<file path="src/rtl/irDecodePkg.sv">
package irDecodePkg;

  typedef enum logic [1:0] {
    CC_ZERO    = 2'b00,
    CC_NONZERO = 2'b01,
    CC_POS     = 2'b10,
    CC_NEG     = 2'b11
  } condCode_e;

  typedef struct packed {
    logic selA;
    logic selB;
    logic selC;
    logic regIn;
    logic regOut;
    logic baseOut;
    logic condLoad;
  } ctrlStrobes_t;

endpackage

</file>
<file path="src/rtl/regSelectDecode.sv">
module regSelectDecode
  import irDecodePkg::*;
#(
  parameter int IR_W  = 32,
  parameter int OPC_W = 5,
  parameter int REG_W = 4
) (
  input  logic [IR_W-1:0]          irWord,
  input  ctrlStrobes_t             strobes,
  output logic [OPC_W-1:0]         opcode,
  output logic [(1<<REG_W)-1:0]    regWriteEn,
  output logic [(1<<REG_W)-1:0]    regDriveSel,
  output logic                     r0ZeroDrive
);

  localparam int NUM_REGS = 1 << REG_W;
  localparam int OPC_LSB  = IR_W - OPC_W;
  localparam int RA_LSB   = OPC_LSB - REG_W;
  localparam int RB_LSB   = RA_LSB - REG_W;
  localparam int RC_LSB   = RB_LSB - REG_W;

  logic [REG_W-1:0]    fieldVal;
  logic                anySel;
  logic [NUM_REGS-1:0] decoded;

  assign opcode = irWord[IR_W-1:OPC_LSB];

  // Field pick with fixed priority Ra > Rb > Rc
  always_comb begin
    fieldVal = '0;
    anySel   = 1'b1;
    if (strobes.selA)      fieldVal = irWord[RA_LSB +: REG_W];
    else if (strobes.selB) fieldVal = irWord[RB_LSB +: REG_W];
    else if (strobes.selC) fieldVal = irWord[RC_LSB +: REG_W];
    else                   anySel   = 1'b0;
  end

  // One-hot decode, one comparator per register line
  for (genvar i = 0; i < NUM_REGS; i++) begin : g_line
    assign decoded[i] = anySel && (fieldVal == REG_W'(i));
  end

  assign regWriteEn  = strobes.regIn  ? decoded : '0;
  assign regDriveSel = strobes.regOut ? decoded : '0;
  assign r0ZeroDrive = regDriveSel[0] && !strobes.baseOut;

  always_comb begin

    single_drive_chk: assert ($onehot0(regDriveSel));

    in_out_agree_chk: assert (!(strobes.regIn && strobes.regOut) || (regWriteEn == regDriveSel));

    r0_zero_src_chk: assert (!r0ZeroDrive || regDriveSel[0]);
  end

endmodule

</file>
<file path="src/rtl/immCondPath.sv">
module immCondPath
  import irDecodePkg::*;
#(
  parameter int IR_W   = 32,
  parameter int DATA_W = 32,
  parameter int IMM_W  = 18,
  parameter int CC_LSB = 19
) (
  input  logic              clk,
  input  logic              rstN,
  input  logic [IR_W-1:0]   irWord,
  input  logic [DATA_W-1:0] busValue,
  input  ctrlStrobes_t      strobes,
  output logic [DATA_W-1:0] immExt,
  output logic              branchFlag
);

  localparam int EXT_W = DATA_W - IMM_W;

  condCode_e condCode;
  logic      busZero;
  logic      busNeg;
  logic      condMet;

  assign immExt = {{EXT_W{irWord[IMM_W-1]}}, irWord[IMM_W-1:0]};

  assign condCode = condCode_e'(irWord[CC_LSB +: 2]);
  assign busZero  = (busValue == '0);
  assign busNeg   = busValue[DATA_W-1];

  always_comb begin
    unique case (condCode)
      CC_ZERO:    condMet = busZero;
      CC_NONZERO: condMet = !busZero;
      CC_POS:     condMet = !busNeg && !busZero;
      CC_NEG:     condMet = busNeg;
      default:    condMet = 1'b0;
    endcase
  end

  always_ff @(posedge clk or negedge rstN) begin
    if (!rstN)                 branchFlag <= 1'b0;
    else if (strobes.condLoad) branchFlag <= condMet;
  end

  always_comb begin

    sign_ext_chk: assert (($countones(immExt[DATA_W-1:IMM_W-1]) == 0) ||
                          ($countones(immExt[DATA_W-1:IMM_W-1]) == EXT_W + 1));
  end


  hold_flag_chk: assert property (@(posedge clk) disable iff (!rstN)
    !strobes.condLoad |=> $stable(branchFlag));


  zero_branch_chk: assert property (@(posedge clk) disable iff (!rstN)
    (strobes.condLoad && irWord[CC_LSB +: 2] == 2'b00 && busValue == '0) |=> branchFlag);


  neg_branch_chk: assert property (@(posedge clk) disable iff (!rstN)
    (strobes.condLoad && irWord[CC_LSB +: 2] == 2'b11 && !busValue[DATA_W-1]) |=> !branchFlag);

endmodule

</file>
<file path="src/rtl/irDecodeBranch.sv">
module irDecodeBranch
  import irDecodePkg::*;
#(
  parameter int IR_W   = 32,
  parameter int DATA_W = 32,
  parameter int OPC_W  = 5,
  parameter int REG_W  = 4,
  parameter int IMM_W  = 18,
  parameter int CC_LSB = 19
) (
  input  logic                  clk,
  input  logic                  rstN,
  input  logic [IR_W-1:0]       irWord,
  input  logic [DATA_W-1:0]     busValue,
  input  logic                  selRa,
  input  logic                  selRb,
  input  logic                  selRc,
  input  logic                  regInStb,
  input  logic                  regOutStb,
  input  logic                  baseOutStb,
  input  logic                  condLoadStb,
  output logic [OPC_W-1:0]      opcode,
  output logic [(1<<REG_W)-1:0] regWriteEn,
  output logic [(1<<REG_W)-1:0] regDriveSel,
  output logic                  r0ZeroDrive,
  output logic [DATA_W-1:0]     immExt,
  output logic                  branchFlag
);

  ctrlStrobes_t strobes;

  assign strobes = '{selA: selRa, selB: selRb, selC: selRc,
                     regIn: regInStb, regOut: regOutStb,
                     baseOut: baseOutStb, condLoad: condLoadStb};

  regSelectDecode #(.IR_W(IR_W), .OPC_W(OPC_W), .REG_W(REG_W)) uDecode (
    .irWord      (irWord),
    .strobes     (strobes),
    .opcode      (opcode),
    .regWriteEn  (regWriteEn),
    .regDriveSel (regDriveSel),
    .r0ZeroDrive (r0ZeroDrive)
  );

  immCondPath #(.IR_W(IR_W), .DATA_W(DATA_W), .IMM_W(IMM_W), .CC_LSB(CC_LSB)) uPath (
    .clk        (clk),
    .rstN       (rstN),
    .irWord     (irWord),
    .busValue   (busValue),
    .strobes    (strobes),
    .immExt     (immExt),
    .branchFlag (branchFlag)
  );

endmodule

</file>
<file path="config.mk">
export PLATFORM = sky130hd
export DESIGN_NAME = irDecodeBranch
export DESIGN_NICKNAME = d
export VERILOG_FILES = /design/src/rtl/irDecodePkg.sv /design/src/rtl/regSelectDecode.sv /design/src/rtl/immCondPath.sv /design/src/rtl/irDecodeBranch.sv
export SDC_FILE = /design/constraint.sdc
export NUM_CORES = 1
export LEC_CHECK = 0
export BUFFER_PORTS_ARGS = -buffer_cell sky130_fd_sc_hd__buf_2
export CORE_ASPECT_RATIO = 0.7
export CORE_UTILIZATION = 27
export CTS_BUF_LIST = sky130_fd_sc_hd__clkbuf_4
export CTS_CLUSTER_DIAMETER = 200
export DETAILED_ROUTE_END_ITERATION = 12
export GPL_TIMING_DRIVEN = 1
export PLACE_DENSITY = 0.84
export SETUP_SLACK_MARGIN = 0.1
export SLEW_MARGIN = 20
export SYNTH_ARGS = -nofsm -noshare
export SYNTH_HDL_FRONTEND = slang
export SYNTH_SLANG_ARGS = --single-unit
export TNS_END_PERCENT = 30
</file>
<file path="constraint.sdc">
create_clock -name clk -period 1.8 [get_ports clk]
set_clock_uncertainty 0.1 [all_clocks]
set_input_delay 0.36 -clock clk [delete_from_list [all_inputs] [get_ports clk]]
set_output_delay 0.36 -clock clk [all_outputs]
set_load 0.01 [all_outputs]
</file>
-- Word-level counts from Yosys, hierarchy flattened
Cells that the tools add are included.
- equal/unequal tests: 18
- mux-type cells: 9
- reductions and logical operators: 24
- operator list (cell ; count):
    $eq 4x4->1 const B ; 8
    $logic_not 32->1 ; 1
    $mux 16 ; 2
    $logic_and 1x1->1 ; 18
    $eq 4x3->1 const B ; 4
    $mux 4 ; 3
    $eq 4x2->1 const B ; 2
    $eq 2x2->1 const B ; 2
    $eq 4x1->1 const B ; 1
    $logic_not 4->1 ; 1
    $pmux 1 s4 ; 1
    $logic_not 1->1 ; 3
    $mux 1 ; 3
    $eq 2x1->1 const B ; 1
    $logic_not 2->1 ; 1
- register bits: 1
- input bits: 73
- output and inout port bits: 71
- logic and storage cells: 52

-- Logic depth before layout (Yosys ltp)
Gate-level depths: netlist (run 1).
- depth in word-level cells: 7
- depth in mapped cells: 4
- gate-level depth less buffers: 4

-- By module
From an unflattened synthesis (run 1), not the netlist that was laid out.
- cells, all modules: 126
- area, all modules: 772.0 um^2
- modules (own cells, without submodules) (module ; times used ; cells each ; area an instance (um^2) ; seq. area each (um^2)):
    immCondPath ; 1 ; 50 ; 391.6 ; 25.0
    regSelectDecode ; 1 ; 76 ; 380.4 ; 0.0

-- Worst setup path before layout (run 1)
No wires, ideal clock.
- path kind: input-to-output
- start: input selRb
- end: output r0ZeroDrive
- arrival: 1236 ps
- data required time: 1340 ps
- slack: 104 ps
- stages: 4
- buffers on the path: 0
- path through: a21oi_1 a21o_2 o311ai_1 nor4b_2
- word-level cells in the longest chain between the ends: 6
- elaborated cells on any way between the ends: 8
- those cells by class: 5 x mux; 3 x reduce/logical
- RTL lines (item ; RTL line ; source):
    start, declared ; irDecodeBranch.sv:16 ; input logic selRb,
    $mux 4 ; regSelectDecode.sv:33 ; else if (strobes.selB) fieldVal = irWord[RB_LSB +: REG_W];
    $mux 4 ; regSelectDecode.sv:32 ; if (strobes.selA) fieldVal = irWord[RA_LSB +: REG_W];
    $logic_not 4->1 ; regSelectDecode.sv:40 ; assign decoded[i] = anySel && (fieldVal == REG_W'(i));
    $logic_and 1x1->1 * ; regSelectDecode.sv:40 ;
    $mux 16 * ; regSelectDecode.sv:44 ; assign regDriveSel = strobes.regOut ? decoded : '0;
    $logic_and 1x1->1 * ; regSelectDecode.sv:45 ; assign r0ZeroDrive = regDriveSel[0] && !strobes.baseOut;
    end, declared ; irDecodeBranch.sv:25 ; output logic r0ZeroDrive,
Mark *: on every way between the ends. The rest lies on a longest branch, timed or not.

-- Worst setup path after layout (run 1)
- start: input selRb
- end: output regWriteEn[7]
- word-level cells in the longest chain between the ends: 5
- elaborated cells on any way between the ends: 7
- those cells by class: 1 x eq/ne; 5 x mux; 1 x reduce/logical
- RTL lines (item ; RTL line ; source):
    $mux 4 ; regSelectDecode.sv:33 ;
    $mux 4 ; regSelectDecode.sv:32 ;
    $eq 4x3->1 ; regSelectDecode.sv:40 ;
    $logic_and 1x1->1 * ; regSelectDecode.sv:40 ;
    $mux 16 * ; regSelectDecode.sv:43 ; assign regWriteEn = strobes.regIn ? decoded : '0;
    end, declared ; irDecodeBranch.sv:23 ; output logic [(1<<REG_W)-1:0] regWriteEn,
Marked as above.

==> results of run 1 <==
## cell usage after synthesis (all sizes together)
library cell,n
buf,37
or2,1
nand4,2
nor4b,1
nor4,8
a31oi,1
o311ai,1
and2b,2
a21o,4
inv,1
nor3,4
nor2b,3
nor2,28
xnor2,1
nand3,8
o211ai,1
nand3b,4
nand2,8
dfrtp,1
a21oi,8
o32ai,1
## how the worst max path moves through the flow
stage / from / end / slack [ps]
after detailed placement: selRb / regWriteEn[7] / -200
after floorplan: selRb / r0ZeroDrive / 100
after global placement: selRb / regWriteEn[4] / -160
after global routing: selRb / r0ZeroDrive / -120
final: selRb / regWriteEn[7] / -90
after CTS: selRb / regDriveSel[4] / -70
## report_power, final
group | internal [W] | total [W] | switching, W | leakage, nW
Clock | 0 | 0 | 0 | 0
Combinational | 0.000179 | 0.000375 | 0.000196 | 0.753
Sequential | 0.0000256 | 0.0000269 | 0.00000129 | 0.0111
Total | 0.000205 | 0.000402 | 0.000197 | 0.765
## metrics by stage
stage                     power (W)  setup TNS, ps
after floorplan            0.000206              0
after global placement     0.000274          -2570
after detailed placement   0.000279          -3850
after CTS                  0.000381          -1350
after global routing       0.000428          -3190
final                      0.000402          -2000
## metal layers
layer	up-vias	global-route usage	share of wire
met3	6	0.0347	0.095
met5	-	0	0
met4	0	0.0217	0.011
met1	496	0.207	0.40
met2	78	0.348	0.50
li1	561	-	-
## cell usage in the layout (no fill, tap or decap), types with 4 or more instances in the layout
cell	Yosys	routed
a21oi_4	0	7
buf_2	0	98
buf_4	37	8
buf_6	0	8
nand2_2	0	4
nand2_4	0	4
nand3_4	0	5
nand3b_1	4	4
nor2_1	28	25
nor4_2	0	5
## area by class of cell
class                      count  area (µm²)  share of cell area
inverter                       1        3.75             0.00249
multi-input combinational     86         734               0.487
sequential                     1        25.0              0.0166
tap                           34        42.5              0.0282
timing repair buffer         117         703               0.466
## worst reg2reg max path: cells and delay by family (launching register included)
kind	cells	cell delay, ps
flops	1	350
compound gates	2	170
## repair_timing
action / 4_1_cts / 5_1_grt
resized for setup: 62 / 12
buffers inserted: 4 / 0
endpoints found under the setup margin: 33 / 34
pin swaps: 17 / 16
gates cloned: 1 / 0
endpoints found under the hold margin: 0 / 0
## kinds of logic after synthesis
group,after synthesis,share of synthesized area
AO/OA/AOI/OAI,16,0.136
XOR/XNOR,1,0.0115
buffers and inverters,38,0.369
flip-flops,1,0.0328
AND/OR/NAND/NOR,69,0.450
==> run summary, run 1 <==
Status -> finished, violations left
Violated checks -> setup timing
Max Cap Viol -> 0
RSZ-0062 raised after global routing -> true
DP Wirelength -> 2230 µm
Pre-antenna DRT Iters -> 4
All-Layer GR Usage -> 0.178
Worst Reg2Reg Path Length in Cells -> 2
Max Fclk -> 530 MHz
Most flops, register -> uPath.branchFlag
First-pass GRT wire length -> 4200 µm
Vias in the first global route -> 965
Worst slew margin relative to its limit -> 0.769
GPL Wtd Cong -> 0.743
Post-route ant nets -> 0
CP arrival -> 1430 ps
Chip Height -> 46.4 µm
Filler cells -> 224
Final Critical Period -> 1890 ps
CP Buf/Inv Count -> 2
Design area -> 1510 µm²
Peak supply drop -> 0.147 mV
Die Footprint -> 3040 µm²
Fin nets -> 280
Worst skew pair latency -> 0 ps
Crit path largest cell delay -> 320 ps
Via Count -> 1141
Crit path launch type -> input port
Largest net degree at the start of global routing -> 16
Hold WS -> 35.2 ps
IO Pins -> 144
R2r startpoint -> uPath.branchFlag
Critical path depth in cells -> 6
Post-CTS Hold Fix Bufs -> 0
Synth Instances -> 125
Placed instance count -> 234
Final setup margin -> -88.0 ps
Final setup violation count -> 33
YS warnings -> 0
Syn Area/Cell -> 6.10 µm²
Delay-heaviest family, CP -> simple AND/OR/NAND/NOR gates
Initial Utilization -> 0.296
Input/output buffers -> 103
Vias per std cell -> 4.77
Mapped Nets -> 198
Worst EP required -> 1340 ps
Pre-CTS setup slack -> -196 ps
Post-synth top area share -> 0.365
Yosys cell types -> 22
CP max stage cell -> a21oi_4
Clk slew on worst S/H paths -> 0 ps
Floorplan row count -> 15
Sequential share of the synthesized area -> 0.0328
R2R setup slack -> 1040 ps
Share of layout cells above drive strength 1 -> 0.771
Area leader, netlist -> buf_4
Crit path capture type -> primary output
Worst setup path class -> in -> out
Actual slew at the worst max-slew pin -> 346 ps
#FFs+latches synth -> 1
Min-delay worst type -> in -> async
Crit path cell chain -> buf_12, nand3b_1, a21oi_4, nand3_4, nor2_2, buf_2
CP max FO -> 5
Max FFs per register -> 1
Initial antenna violation count -> 0
Post-route insts no fill -> 239
Post-DP Area -> 1110 µm²
DR WL/cell -> 12.1 µm
Leakage dissipation -> 0.765 nW
Number of hold violations in the final report -> 0
Cell area after synthesis -> 762 µm²
Fin util -> 0.587
Biggest regs -> uPath.branchFlag (1)
Final period utilization -> 1.05
Total grt overflow -> 0
Synth-to-layout area growth -> 98.0%
Residual DRC -> 0
Worst reg2reg endpoint -> uPath.branchFlag
Final WL -> 2900 µm
Drt initial violations -> 24
Core Area -> 2570 µm²
Power Dens Cells -> 266 nW/µm²
Synth area leaders -> buf_4 36%, nor2_1 14%, nor4_1 6.6%, a21oi_1 5.3%, nand3_1 5.3%
Slew Viols, Final -> 0
# diodes -> 0
DIE WIDTH -> 65.5 µm
(Power assumes the default switching activity.)
==> inputs of run 2 (changes only) <==
--- a/config.mk
+++ b/config.mk
@@ -13,6 +13,7 @@
 export DETAILED_ROUTE_END_ITERATION = 12
 export GPL_TIMING_DRIVEN = 1
 export PLACE_DENSITY = 0.84
+export RECOVER_POWER = 100
 export SETUP_SLACK_MARGIN = 0.1
 export SLEW_MARGIN = 20
 export SYNTH_ARGS = -nofsm -noshare
==> run summary, run 2 (synthesis results as in run 1) <==
GPL Wtd Cong -> 0.743 (unchanged)
DIE WIDTH -> 65.5 µm (unchanged)
Input/output buffers -> 103 (unchanged)
Worst slew margin relative to its limit -> 0.702 (-0.0666)
Drt initial violations -> 21 (-13%)
Synth-to-layout area growth -> 94.7%
Power Dens Cells -> 267 nW/µm² (+0.21%)
Post-route ant nets -> 0 (unchanged)
Most frequent cells in the layout -> 81 x buf_2, 25 x nor2_1, 18 x clkbuf_1, 8 x buf_6
Worst EP required -> 1340 ps (about the same)
Total grt overflow -> 0 (unchanged)
Core Area -> 2570 µm² (unchanged)
# diodes -> 0 (unchanged)
Max Cap Viol -> 0 (unchanged)
IO Pins -> 144 (unchanged)
Die Footprint -> 3040 µm² (unchanged)
Final setup violation count -> 33 (unchanged)
Initial Utilization -> 0.296 (unchanged)
Status -> finished, violations left
Delay-heaviest family, CP -> simple AND/OR/NAND/NOR gates
RSZ-0062 raised after global routing -> true
Final period utilization -> 1.05 (about the same)
Fin nets -> 280 (unchanged)
Slew Viols, Final -> 0 (unchanged)
Biggest regs -> uPath.branchFlag (1)
CP max stage cell -> a21oi_4
Min-delay worst type -> in -> async
Actual slew at the worst max-slew pin -> 447 ps (+101 ps)
Most flops, register -> uPath.branchFlag
Share of layout cells above drive strength 1 -> 0.683 (-0.0878)
Final WL -> 2910 µm (+0.31%)
Leakage dissipation -> 0.714 nW (-6.6%)
First-pass GRT wire length -> 4200 µm (unchanged)
Sum Neg Setup Slack -> -1990 ps (+3.38 ps)
Chip Height -> 46.4 µm (unchanged)
Crit path cell chain -> buf_12, nand3b_1, a21oi_4, nand3_4, nor2_2, buf_2
Max FFs per register -> 1 (unchanged)
Crit path capture type -> primary output
Residual DRC -> 0 (unchanged)
Via Count -> 1141 (unchanged)
Worst skew pair latency -> 0 ps (unchanged)
R2R setup slack -> 1030 ps (about the same)
Largest net degree at the start of global routing -> 16 (unchanged)
Clk slew on worst S/H paths -> 0 ps (unchanged)
Crit path launch type -> input port
Final Critical Period -> 1890 ps (-0.117 ps)
CP arrival -> 1430 ps (about the same)
Violated checks -> setup timing
Peak supply drop -> 0.147 mV (-0.22%)
Crit path largest cell delay -> 320 ps (about the same)
All-Layer GR Usage -> 0.178 (unchanged)
Filler cells -> 239 (+6.7%)
Floorplan row count -> 15 (unchanged)
Commonest non-fill, non-tap cell in the layout -> buf_2
Vias per std cell -> 4.77 (unchanged)
Max Fclk -> 530 MHz (about the same)
Hold WS -> 35.2 ps (+0.00130 ps)
DR WL/cell -> 12.2 µm (+0.31%)
Final setup margin -> -87.9 ps (+0.118 ps)
CP Buf/Inv Count -> 2 (unchanged)
Vias in the first global route -> 965 (unchanged)
Pre-antenna DRT Iters -> 4 (unchanged)
Number of hold violations in the final report -> 0 (unchanged)
Worst setup path class -> in -> out
Initial antenna violation count -> 0 (unchanged)
DP Wirelength -> 2230 µm (unchanged)
CP max FO -> 5 (unchanged)
==> run 2: timing repair <==
action,in CTS,in global routing
setup buffers,4,0
gates resized for setup,62,12
setup endpoints to repair,33,34
pin swaps,17,16
cloned,1,0
hold buffers,0,0
==> run 2: through the flow <==
step                power, W  utilization  cells  setup slack, ps  area, µm²
floorplan           0.000206            -    125              104        762
global placement    0.000274        0.432    234             -158       1110
detailed placement  0.000279        0.432    234             -196       1110
CTS                 0.000381        0.562    239            -67.3       1440
global route        0.000422        0.577    239             -125       1480
finish              0.000396        0.577    239            -87.9       1480
==> run 2: final cells by class <==
type,count,area [µm²],area share
well taps,34,42.5,0.0287
flip-flops and latches,1,25.0,0.0169
repair buffers,117,678,0.457
multi-input cells,86,734,0.495
inverters,1,3.75,0.00253
==> run 2: report_power, final <==
| group | internal, W | switching (W) | leakage (nW) |
|---|---|---|---|
| logic | 0.000173 | 0.000196 | 0.703 |
| registers | 0.0000256 | 0.00000140 | 0.0111 |
| clock network | 0 | 0 | 0 |
| total | 0.000198 | 0.000198 | 0.714 |
==> run 2: final timing paths <==
| check | start | to | depth (start not counted) |
|---|---|---|---|
| setup / recovery | selRb | regWriteEn[7] | 6 |
| hold / removal | rstN | uPath.branchFlag | 1 |
| setup reg to reg | uPath.branchFlag | uPath.branchFlag | 2 |
| hold reg to reg | uPath.branchFlag | uPath.branchFlag | 2 |
| max in group asynchronous | rstN | uPath.branchFlag | 1 |
| min in group clk | uPath.branchFlag | uPath.branchFlag | 2 |
==> run 2: routing by layer <==
layer,global-route usage,part of all wire
met3,0.0347,0.093
met4,0.0217,0.011
met2,0.348,0.49
met5,0,0
met1,0.207,0.40
==> run 2: worst reg2reg max path, cell delays in order (launching register included) <==
cell and delay (ps):
dfrtp_1 360, o32ai_1 100, a31oi_1 70
==> inputs of run 3 (changes only) <==
--- a/config.mk
+++ b/config.mk
@@ -6,6 +6,7 @@
 export NUM_CORES = 1
 export LEC_CHECK = 0
 export BUFFER_PORTS_ARGS = -buffer_cell sky130_fd_sc_hd__buf_2
+export CAP_MARGIN = 10
 export CORE_ASPECT_RATIO = 0.7
 export CORE_UTILIZATION = 27
 export CTS_BUF_LIST = sky130_fd_sc_hd__clkbuf_4
@@ -18,5 +19,6 @@
 export SLEW_MARGIN = 20
 export SYNTH_ARGS = -nofsm -noshare
 export SYNTH_HDL_FRONTEND = slang
+export SYNTH_HIERARCHICAL = 1
 export SYNTH_SLANG_ARGS = --single-unit
 export TNS_END_PERCENT = 30
==> run summary, run 3 <==
RSZ-0062 raised after global routing -> true
Footprint of the multi-input gates -> 624 µm² (-15%)
Via Count -> 1105 (-3.2%)
DIE WIDTH -> 65.9 µm (+0.63%)
Crit path largest cell delay -> 310 ps (about the same)
Core Area -> 2590 µm² (+0.73%)
Asr flop ratio synth -> 1.00 (unchanged)
Leakage dissipation -> 0.686 nW (-3.9%)
Sequential share of the synthesized area -> 0.0324 (-0.000426)
Crit path capture type -> primary output
DP Wirelength -> 2390 µm (+6.8%)
Clock group share of total power -> 0 (unchanged)
Reg power frac -> 0.078 (+0.010)
Syn Area/Cell -> 6.13 µm² (+0.51%)
Min-delay worst type -> in -> async
Largest net degree at the start of global routing -> 16 (unchanged)
Most frequent cells in the layout -> 76 x buf_2, 22 x nor2_1, 18 x clkbuf_1, 12 x buf_4, 9 x buf_6
Initial Utilization -> 0.298 (+0.00172)
Filler cells -> 239 (unchanged)
GPL Wtd Cong -> 0.782 (+5.3%)
#FFs+latches synth -> 1 (unchanged)
CP Buf/Inv Count -> 3 (+1)
Max FFs per register -> 1 (unchanged)
Chip Height -> 46.7 µm (+0.62%)
Worst skew pair latency -> 0 ps (unchanged)
Synth-to-layout area growth -> 83.6%
Worst slew margin relative to its limit -> 0.679 (-0.0229)
Yosys cell types -> 27 (+23%)
Die Footprint -> 3080 µm² (+1.3%)
Worst EP required -> 1340 ps (about the same)
Most frequent cells after synthesis -> 37 x buf_4, 32 x nor2_1, 6 x nor4_1
Crit path cell chain -> buf_8, nand3b_1, a211oi_2, buf_4, nand2_4, nor2_1, buf_2
Total grt overflow -> 0 (unchanged)
# diodes -> 0 (unchanged)
Synth Instances -> 126 (+0.80%)
Crit path launch type -> input port
Floorplan row count -> 15 (unchanged)
Drt initial violations -> 29 (+38%)
Worst Reg2Reg Path Length in Cells -> 2 (unchanged)
Final period utilization -> 1.09 (+0.0405)
Power Dens Cells -> 256 nW/µm² (-4.0%)
Worst setup path class -> in -> out
Crit path to -> regDriveSel[13]
Max Cap Viol -> 0 (unchanged)
All-Layer GR Usage -> 0.185 (+0.00755)
DR WL/cell -> 12.7 µm (+4.5%)
Number of hold violations in the final report -> 0 (unchanged)
Post-route ant nets -> 0 (unchanged)
Residual DRC -> 0 (unchanged)
Worst reg2reg endpoint -> uPath/branchFlag
Violated checks -> setup timing
Biggest regs -> uPath/branchFlag (1)
Clk slew on worst S/H paths -> 0 ps (unchanged)
Slew Viols, Final -> 0 (unchanged)
Delay-heaviest family, CP -> buffers and inverters
R2R setup slack -> 980 ps (-50 ps)
Final Critical Period -> 1960 ps (+73.0 ps)
Max Fclk -> 510 MHz (-3.7%)
Mapped Nets -> 199 (+0.51%)
CP max FO -> 5 (unchanged)
Net Sw Power -> 0.000177 W (-10%)
Critical path origin -> selRb
YS warnings -> 6 (+6)
Area taken by flip-flops and latches -> 25.0 µm² (unchanged)
Status -> finished, violations left
Sum Neg Setup Slack -> -3580 ps (-1590 ps)
Fin util -> 0.547 (-0.0298)
Post-CTS Hold Fix Bufs -> 0 (unchanged)
Critical path depth in cells -> 7 (+1)
CP arrival -> 1500 ps (+70 ps)
Top flip-flop cell by instance count after synthesis -> dfrtp_1
Final setup margin -> -161 ps (-73.0 ps)
Vias per std cell -> 4.66 (-2.3%)
Initial antenna violation count -> 0 (unchanged)
Logic gate share of total power -> 0.922 (-0.010)
Count leader, synth -> buf_4
Fin nets -> 278 (-0.71%)
First-pass GRT wire length -> 4350 µm (+3.5%)
Synth area leaders -> buf_4 36%, nor2_1 16%, nor4_1 4.9%, nand3b_1 3.9%, a22o_1 3.4%
Cell area after synthesis -> 772 µm² (+1.3%)
Actual slew at the worst max-slew pin -> 481 ps (+34.4 ps)
Post-synth top area share -> 0.360 (-0.00473)
CP max stage cell -> a211oi_2
IO Pins -> 144 (unchanged)
Vias in the first global route -> 903 (-6.4%)
EDFF count, synth -> 0 (unchanged)
Pre-antenna DRT Iters -> 4 (unchanged)
Commonest non-fill, non-tap cell in the layout -> buf_2
Most flops, register -> uPath/branchFlag
Input/output buffers -> 103 (unchanged)
R2r startpoint -> uPath/branchFlag
Final setup violation count -> 33 (unchanged)
Final WL -> 3010 µm (+3.6%)
Peak supply drop -> 0.113 mV (-23%)
Share of layout cells above drive strength 1 -> 0.660 (-0.0228)
Switching Share -> 0.489 (-0.0104)
Area leader, netlist -> buf_4
P_int -> 0.000186 W (-6.4%)
run 3: cell types whose count changed in the layout (fill, tap and decap cells not counted), moves of 4 or more:
| cell | previous run | this run |
|---|---|---|
| buf_4 | 7 | 12 |
| a21oi_4 | 7 | 2 |
| inv_1 | 1 | 5 |
| buf_2 | 81 | 76 |
| nor2_4 | 1 | 8 |
run 3: worst min path at each step:
| stage | from | endpoint |
|---|---|---|
| global placement | rstN | uPath/branchFlag |
| finish | rstN | uPath/branchFlag |
| CTS | rstN | uPath/branchFlag |
| global route | rstN | uPath/branchFlag |
| floorplan | rstN | uPath/branchFlag |
| detailed placement | rstN | uPath/branchFlag |
run 3: per-layer routing:
metal / share of wire / global-route usage / wire length, µm
met4: 0 / 0 / 0
met2: 0.48 / 0.331 / 1450
met1: 0.44 / 0.253 / 1320
met5: 0 / 0 / 0
met3: 0.080 / 0.0291 / 240
run 3: power by group through the flow:
stage	Combinational [W]	Clock, W	Sequential [W]
after global routing	0.000361	0	0.0000283
final	0.000335	0	0.0000282
after detailed placement	0.000263	0	0.0000280
after global placement	0.000261	0	0.0000276
after CTS	0.000326	0	0.0000280
after floorplan	0.000199	0	0.0000283
run 3: through the flow:
step | std cells | power, W | hold slack, ps | setup WS, ps | area [µm²]
floorplan | 126 | 0.000228 | -35.6 | 84.9 | 850
global placement | 230 | 0.000289 | 36.1 | -177 | 1170
detailed placement | 230 | 0.000291 | 35.7 | -202 | 1170
CTS | 236 | 0.000354 | 36.0 | -134 | 1410
global route | 237 | 0.000389 | 38.2 | -240 | 1420
finish | 237 | 0.000363 | 34.8 | -161 | 1420
run 3: area by class of cell:
type | instances | area share
well taps | 34 | 0.0300
inverters | 5 | 0.0132
repair buffers | 118 | 0.499
multi-input cells | 79 | 0.440
flip-flops and latches | 1 | 0.0177
run 3: cells by family after synthesis:
logic type	synth area share
AO/OA/AOI/OAI	0.139
AND/OR/NAND/NOR	0.407
flip-flops	0.0324
XOR/XNOR	0.0113
buffers and inverters	0.410
run 3: repair_timing:
| action | 4_1_cts | 5_1_grt |
|---|---|---|
| pin swaps | 8 | 5 |
| cloned | 1 | 0 |
| endpoints found under the setup margin | 33 | 34 |
| hold endpoints to repair | 0 | 0 |
| setup buffers | 5 | 1 |
| resized for setup | 34 | 8 |
